--- config.mk ---
export PLATFORM = sky130hd
export DESIGN_NAME = irq_seq
export DESIGN_NICKNAME = d
export VERILOG_FILES = /design/src/rtl/irq_seq.sv
export SDC_FILE = /design/constraint.sdc
export NUM_CORES = 1
export LEC_CHECK = 0
export BUFFER_PORTS_ARGS = -buffer_cell sky130_fd_sc_hd__clkbuf_2
export CAP_MARGIN = 25
export CELL_PAD_IN_SITES_DETAIL_PLACEMENT = 0
export CELL_PAD_IN_SITES_GLOBAL_PLACEMENT = 1
export CORE_MARGIN = 3
export CORE_UTILIZATION = 42
export DETAILED_ROUTE_END_ITERATION = 10
export PLACE_DENSITY = 0.84
export SLEW_MARGIN = 20
export SYNTH_ARGS = -nofsm -noshare
export SYNTH_HDL_FRONTEND = slang
export SYNTH_SLANG_ARGS = --single-unit
--- constraint.sdc ---
create_clock -name clk -period 3.53 [get_ports clk]
set_input_delay 0.353 -clock clk [delete_from_list [all_inputs] [get_ports clk]]
set_output_delay 0.353 -clock clk [all_outputs]
set_load 0.1 [all_outputs]
--- src/rtl/irq_seq.sv ---
module irq_seq #(
  parameter int W = 32
) (
  input  logic         clk,
  input  logic         rst_n,
  input  logic         start_i,
  input  logic         ret_i,
  input  logic [W-1:0] int_base_i,
  output logic         bus_req_o,
  output logic [2:0]   bus_type_o,
  output logic [W-1:0] bus_addr_o,
  input  logic         bus_rdy_i,
  input  logic [W-1:0] bus_rdata_i,
  output logic         done_o,
  output logic         done_ret_o,
  output logic [7:0]   done_vec_o
);

  localparam logic [2:0] T_ACK_M = 3'd0;
  localparam logic [2:0] T_ACK_C = 3'd1;
  localparam logic [2:0] T_EOI_M = 3'd2;
  localparam logic [2:0] T_EOI_C = 3'd3;
  localparam logic [2:0] T_MEM   = 3'd4;
  localparam int         EXT_W   = W - 10;

  typedef enum logic [1:0] {S_IDLE, S_MASTER, S_TABLE, S_CASC} st_t;

  st_t          st;
  logic         ret_q;
  logic [W-1:0] tbl_q;
  logic [W-1:0] casc_q;

  wire [7:0]   rbyte = bus_rdata_i[7:0];
  wire [W-1:0] offs  = {{EXT_W{rbyte[7]}}, rbyte, 2'b00};
  wire         fin   = bus_rdy_i && ((st == S_MASTER && !rbyte[7]) || st == S_CASC);

  assign bus_req_o = (st != S_IDLE);

  always_comb begin
    case (st)
      S_MASTER: begin bus_type_o = ret_q ? T_EOI_M : T_ACK_M; bus_addr_o = '0;     end
      S_TABLE:  begin bus_type_o = T_MEM;                     bus_addr_o = tbl_q;  end
      S_CASC:   begin bus_type_o = ret_q ? T_EOI_C : T_ACK_C; bus_addr_o = casc_q; end
      default:  begin bus_type_o = T_ACK_M;                   bus_addr_o = '0;     end
    endcase
  end

  always_ff @(posedge clk) begin
    if (!rst_n) begin
      st         <= S_IDLE;
      ret_q      <= 1'b0;
      tbl_q      <= '0;
      casc_q     <= '0;
      done_o     <= 1'b0;
      done_ret_o <= 1'b0;
      done_vec_o <= '0;
    end else begin
      done_o <= fin;
      if (fin) begin
        done_ret_o <= ret_q;
        done_vec_o <= ret_q ? 8'd0 : rbyte;
      end
      case (st)
        S_IDLE: if (start_i) begin
          ret_q <= ret_i;
          st    <= S_MASTER;
        end
        S_MASTER: if (bus_rdy_i) begin
          if (rbyte[7]) begin
            tbl_q <= int_base_i + offs;
            st    <= S_TABLE;
          end else begin
            st <= S_IDLE;
          end
        end
        S_TABLE: if (bus_rdy_i) begin
          casc_q <= bus_rdata_i;
          st     <= S_CASC;
        end
        S_CASC: if (bus_rdy_i) st <= S_IDLE;
        default: st <= S_IDLE;
      endcase
    end
  end

  assert_hold_R10: assert property (@(posedge clk) disable iff (!rst_n)
    bus_req_o && !bus_rdy_i |=> bus_req_o && $stable(bus_type_o) && $stable(bus_addr_o));

  assert_pulse_R9: assert property (@(posedge clk) disable iff (!rst_n)
    done_o |=> !done_o);

  assert_idle_done_R9: assert property (@(posedge clk) disable iff (!rst_n)
    done_o |-> !bus_req_o);

  assert_code_range_R2: assert property (@(posedge clk) disable iff (!rst_n)
    bus_req_o |-> bus_type_o <= T_MEM);

  assert_ret_vec_R6: assert property (@(posedge clk) disable iff (!rst_n)
    done_o && done_ret_o |-> done_vec_o == 8'd0);

  assert_casc_after_mem_R5: assert property (@(posedge clk) disable iff (!rst_n)
    bus_req_o && bus_rdy_i && bus_type_o == T_MEM |=> bus_req_o && (bus_type_o == T_ACK_C || bus_type_o == T_EOI_C));

endmodule

==> qor.yml <==
status:
  status: "complete, no violations"
finish:
  final_layout_size_suffix_gt1_share_pct: 21.0
  num_antenna_cells: 0
  areaGrowthSynthToFinish_pct: 19.3
  final_net_count: 836
  fillers: 1110
  postLayoutCellArea_mm2: 0.00589
clock_network:
  clkTransAtPathRegs_ps: 60
  insertion_delay_of_the_later_clocked_pin_in_the_worst_skew_pair_ps: 330
  cts.hold.buffers_added: 0
  post_cts_buffers: 0
  cts_tree: "done"
  clock_tree.root_cell: "clkbuf_16"
  cts_made_buffers: 9
  h_tree_level_count: 3
  clockBufferDepth: 2
  cts.sink_count: 77
  cts_repair_resize_count: 0
yosys:
  yosys-top-cells-area: "dfxtp_1 (31%), nand2_1 (9.6%), a21oi_1 (9.0%), ha_1 (7.3%), mux2i_1 (6.7%)"
  area_fraction_of_the_dominant_cell_type_after_synthesis_pct: 31.2
  synth-main-ff-cell: "dfxtp_1"
  synth.net_count: 744
  ys_seq_elements: 77
  synth_edf_count: 0
  yosysUniqueCellTypes: 57
  synthesis.area_mm2: 0.00494
  post_synth_inst_count: 645
  synth.largest_area_cell: "dfxtp_1"
  synthesis.area_per_instance_um2: 7.66
  ys_async_sr_fraction_pct: 0
  synth.yosys.seq_area_share_pct: 31.2
  synthesis.yosys.warnings: 0
route:
  wl_um: 14700
  vias_after_detailed_routing: 4892
  wl_met1_um: 7410
  topRoutingLayerUsed: "met4"
  drtIter0Drc: 439
  routed_wire_length_on_met2_um: 6240
  avgViaCountPerCell: 5.55
  wl_per_cell_um: 16.7
  met3WireLength_um: 789
  drt_pass1_iterations: 4
  drt.antenna.violating_nets: 0
  detail_route.drc_violations: 0
timing:
  finClkSkew_ps: 4.09
  setup_tns_ps: 0
  slew_headroom_pct: 59.1
  timing.final.crit_share_pct: 70.8
  drv_slew: 0
  unrepaired_setup_endpoints_after_global_routing: "false"
  max_slew.worst_pin.slew_ps: 611
  hold_fails_final_rpt: 0
  fmax_ghz: 0.400
  report.final.setup_viol: 0
  post-route-min-period_ps: 2500
worst_setup_path:
  crit_arrival_ps: 2710
  slowest_stage: "ha_1"
  cp-end-kind: "flip-flop"
  critPathKind: "input port to flip-flop"
  worst_stage_delay_on_the_critical_path_ps: 520
  startpoint: "bus_rdata_i[7]"
  timing.critical_path.fanout_max: 26
  cp-start-kind: "input port"
  worst_reg_to_reg_path_cell_count: 5
  path_cells: "clkbuf_2, ha_1, a21oi_1, o21ai_0, a221oi_1, o21ai_0, o22ai_1, xor2_1, a21oi_1"
  ff2ff_setup_slack_ps: 1570
  cp-endpoint: "tbl_q[25]$_SDFFE_PN0P_"
  critical_path.reg2reg.endpoint: "tbl_q[16]$_SDFFE_PN0P_"
  crit_required_ps: 3740
worst_hold_path:
  hold_path_class: "input port to flip-flop"
  holdPathStages: 3
  hp-start: "bus_rdata_i[20]"
die:
  die_y_um: 114
  initial_core_util_pct: 44.2
  design.core.area_mm2: 0.0112
  floorplan.rows: 38
  chipWidth_um: 114
  design.die.area_mm2: 0.0131
  boundaryPins: 115
global_routing:
  grt_pass1_wl_um: 23500
  groute.usage.overall_pct: 22.3
  grt_max_degree: 38
  grt_antenna_before_repair: 0
  overflow: 0
  first_global_vias: 4579
pwr:
  power_density_mw_per_mm2: 403
  static-leakage-power_uw: 0.00237
  max-vdd-ir-drop_v: 0.000194
place:
  post-dp-hpwl_um: 11100
  detailed_place.area_mm2: 0.00559
  input_output_buffers: 114
  routability_driven_placement_congestion_ratio: 0.902
run:
  max_cap_viols: 0
## layer usage
layer	vias up	track usage (%)
met5	-	0
met2	139	32.8
li1	2456	-
met1	2274	33.4
met4	0	7.84
met3	23	2.70
## power by group
group          internal [uW]  switching (uW)
Clock                    587             350
Combinational            195             334
Sequential               893            17.8
Total                   1680             702
## cells in the final DEF, fill, tap and decap left out, types with 4 or more instances in the layout
master       n
nand4_1      6
o21bai_1     7
o21a_1       4
nand2_1    126
clkbuf_2   114
a31oi_1      4
buf_4        9
o31ai_1      4
nor2b_1     36
a21o_1       8
o21ai_1      6
or3_1        6
mux2i_1     33
o211ai_1     4
nor2_1      17
inv_1        9
dfxtp_1     76
clkbuf_16    9
and2_1      10
xnor2_1      7
o21ai_0     25
a21oi_1     89
nor3_1       8
ha_1        29
nand3_1     24
nand3b_1     9
xor2_1      10
## how the worst min path moves through the flow
| stage | to | slack (ps) |
|---|---|---|
| global route | casc_q[16]$_SDFFE_PN0P_ | 250 |
| global placement | done_vec_o[0]$_SDFFE_PN0P_ | 440 |
| finish | casc_q[20]$_SDFFE_PN0P_ | 240 |
| floorplan | tbl_q[13]$_SDFFE_PN0P_ | 430 |
| detailed placement | tbl_q[7]$_SDFFE_PN0P_ | 440 |
| CTS | casc_q[16]$_SDFFE_PN0P_ | 230 |
## flip-flops by register name (all words and copies together), names as in the netlist, named ones only
signal,count
ret_q,1
casc_q,32
tbl_q,32
done_ret_o,1
st,1
done_o,1
done_vec_o,8
## stage by stage
stage | hold slack, ps | power [uW] | util, % | cells | setup slack, ps
global route | 248 | 2480 | 52.7 | 882 | 809
CTS | 234 | 2390 | 52.7 | 882 | 1060
finish | 236 | 2380 | 52.7 | 882 | 1030
detailed placement | 444 | 1450 | 50.0 | 866 | 724
floorplan | 431 | 1300 | - | 645 | 666
global placement | 440 | 1450 | 50.0 | 866 | 783
## logic make-up (layout without fill, tap and decap cells)
group,after synthesis,in the layout,share of synthesized area (%)
flip-flops,77,77,31.2
XOR/XNOR,17,17,3.01
AO/OA/AOI/OAI,180,180,22.0
multiplexers,35,35,7.14
AND/OR/NAND/NOR,254,254,24.7
adder cells (fa/ha/maj),30,30,7.75
buffers and inverters,52,149,4.18
## cell type report
| class | count | area (um^2) | share of cell area (%) |
|---|---|---|---|
| clock buffers | 13 | 260 | 4.42 |
| clock inverters | 3 | 43.8 | 0.743 |
| inverters | 10 | 37.5 | 0.637 |
| multi-input cells | 516 | 3190 | 54.2 |
| flip-flops and latches | 77 | 1540 | 26.2 |
| well taps | 140 | 175 | 2.97 |
| repair buffers | 123 | 638 | 10.8 |
## worst max-delay path: cells and delay by family
| kind | cells | cell delay (ps) |
|---|---|---|
| compound gates | 6 | 1310 |
| fa+ha+maj | 1 | 520 |
| buf+inv | 1 | 360 |
| xor+xnor | 1 | 170 |
## cells in the mapped netlist (all sizes together), types with 12 or more instances
library cell    n
a21oi          90
buf            12
clkbuf         30
dfxtp          77
ha             29
mux2i          33
nand2         126
nand3          24
nor2           17
nor2b          37
o21ai          33
Power figures use the tool's default switching activity.
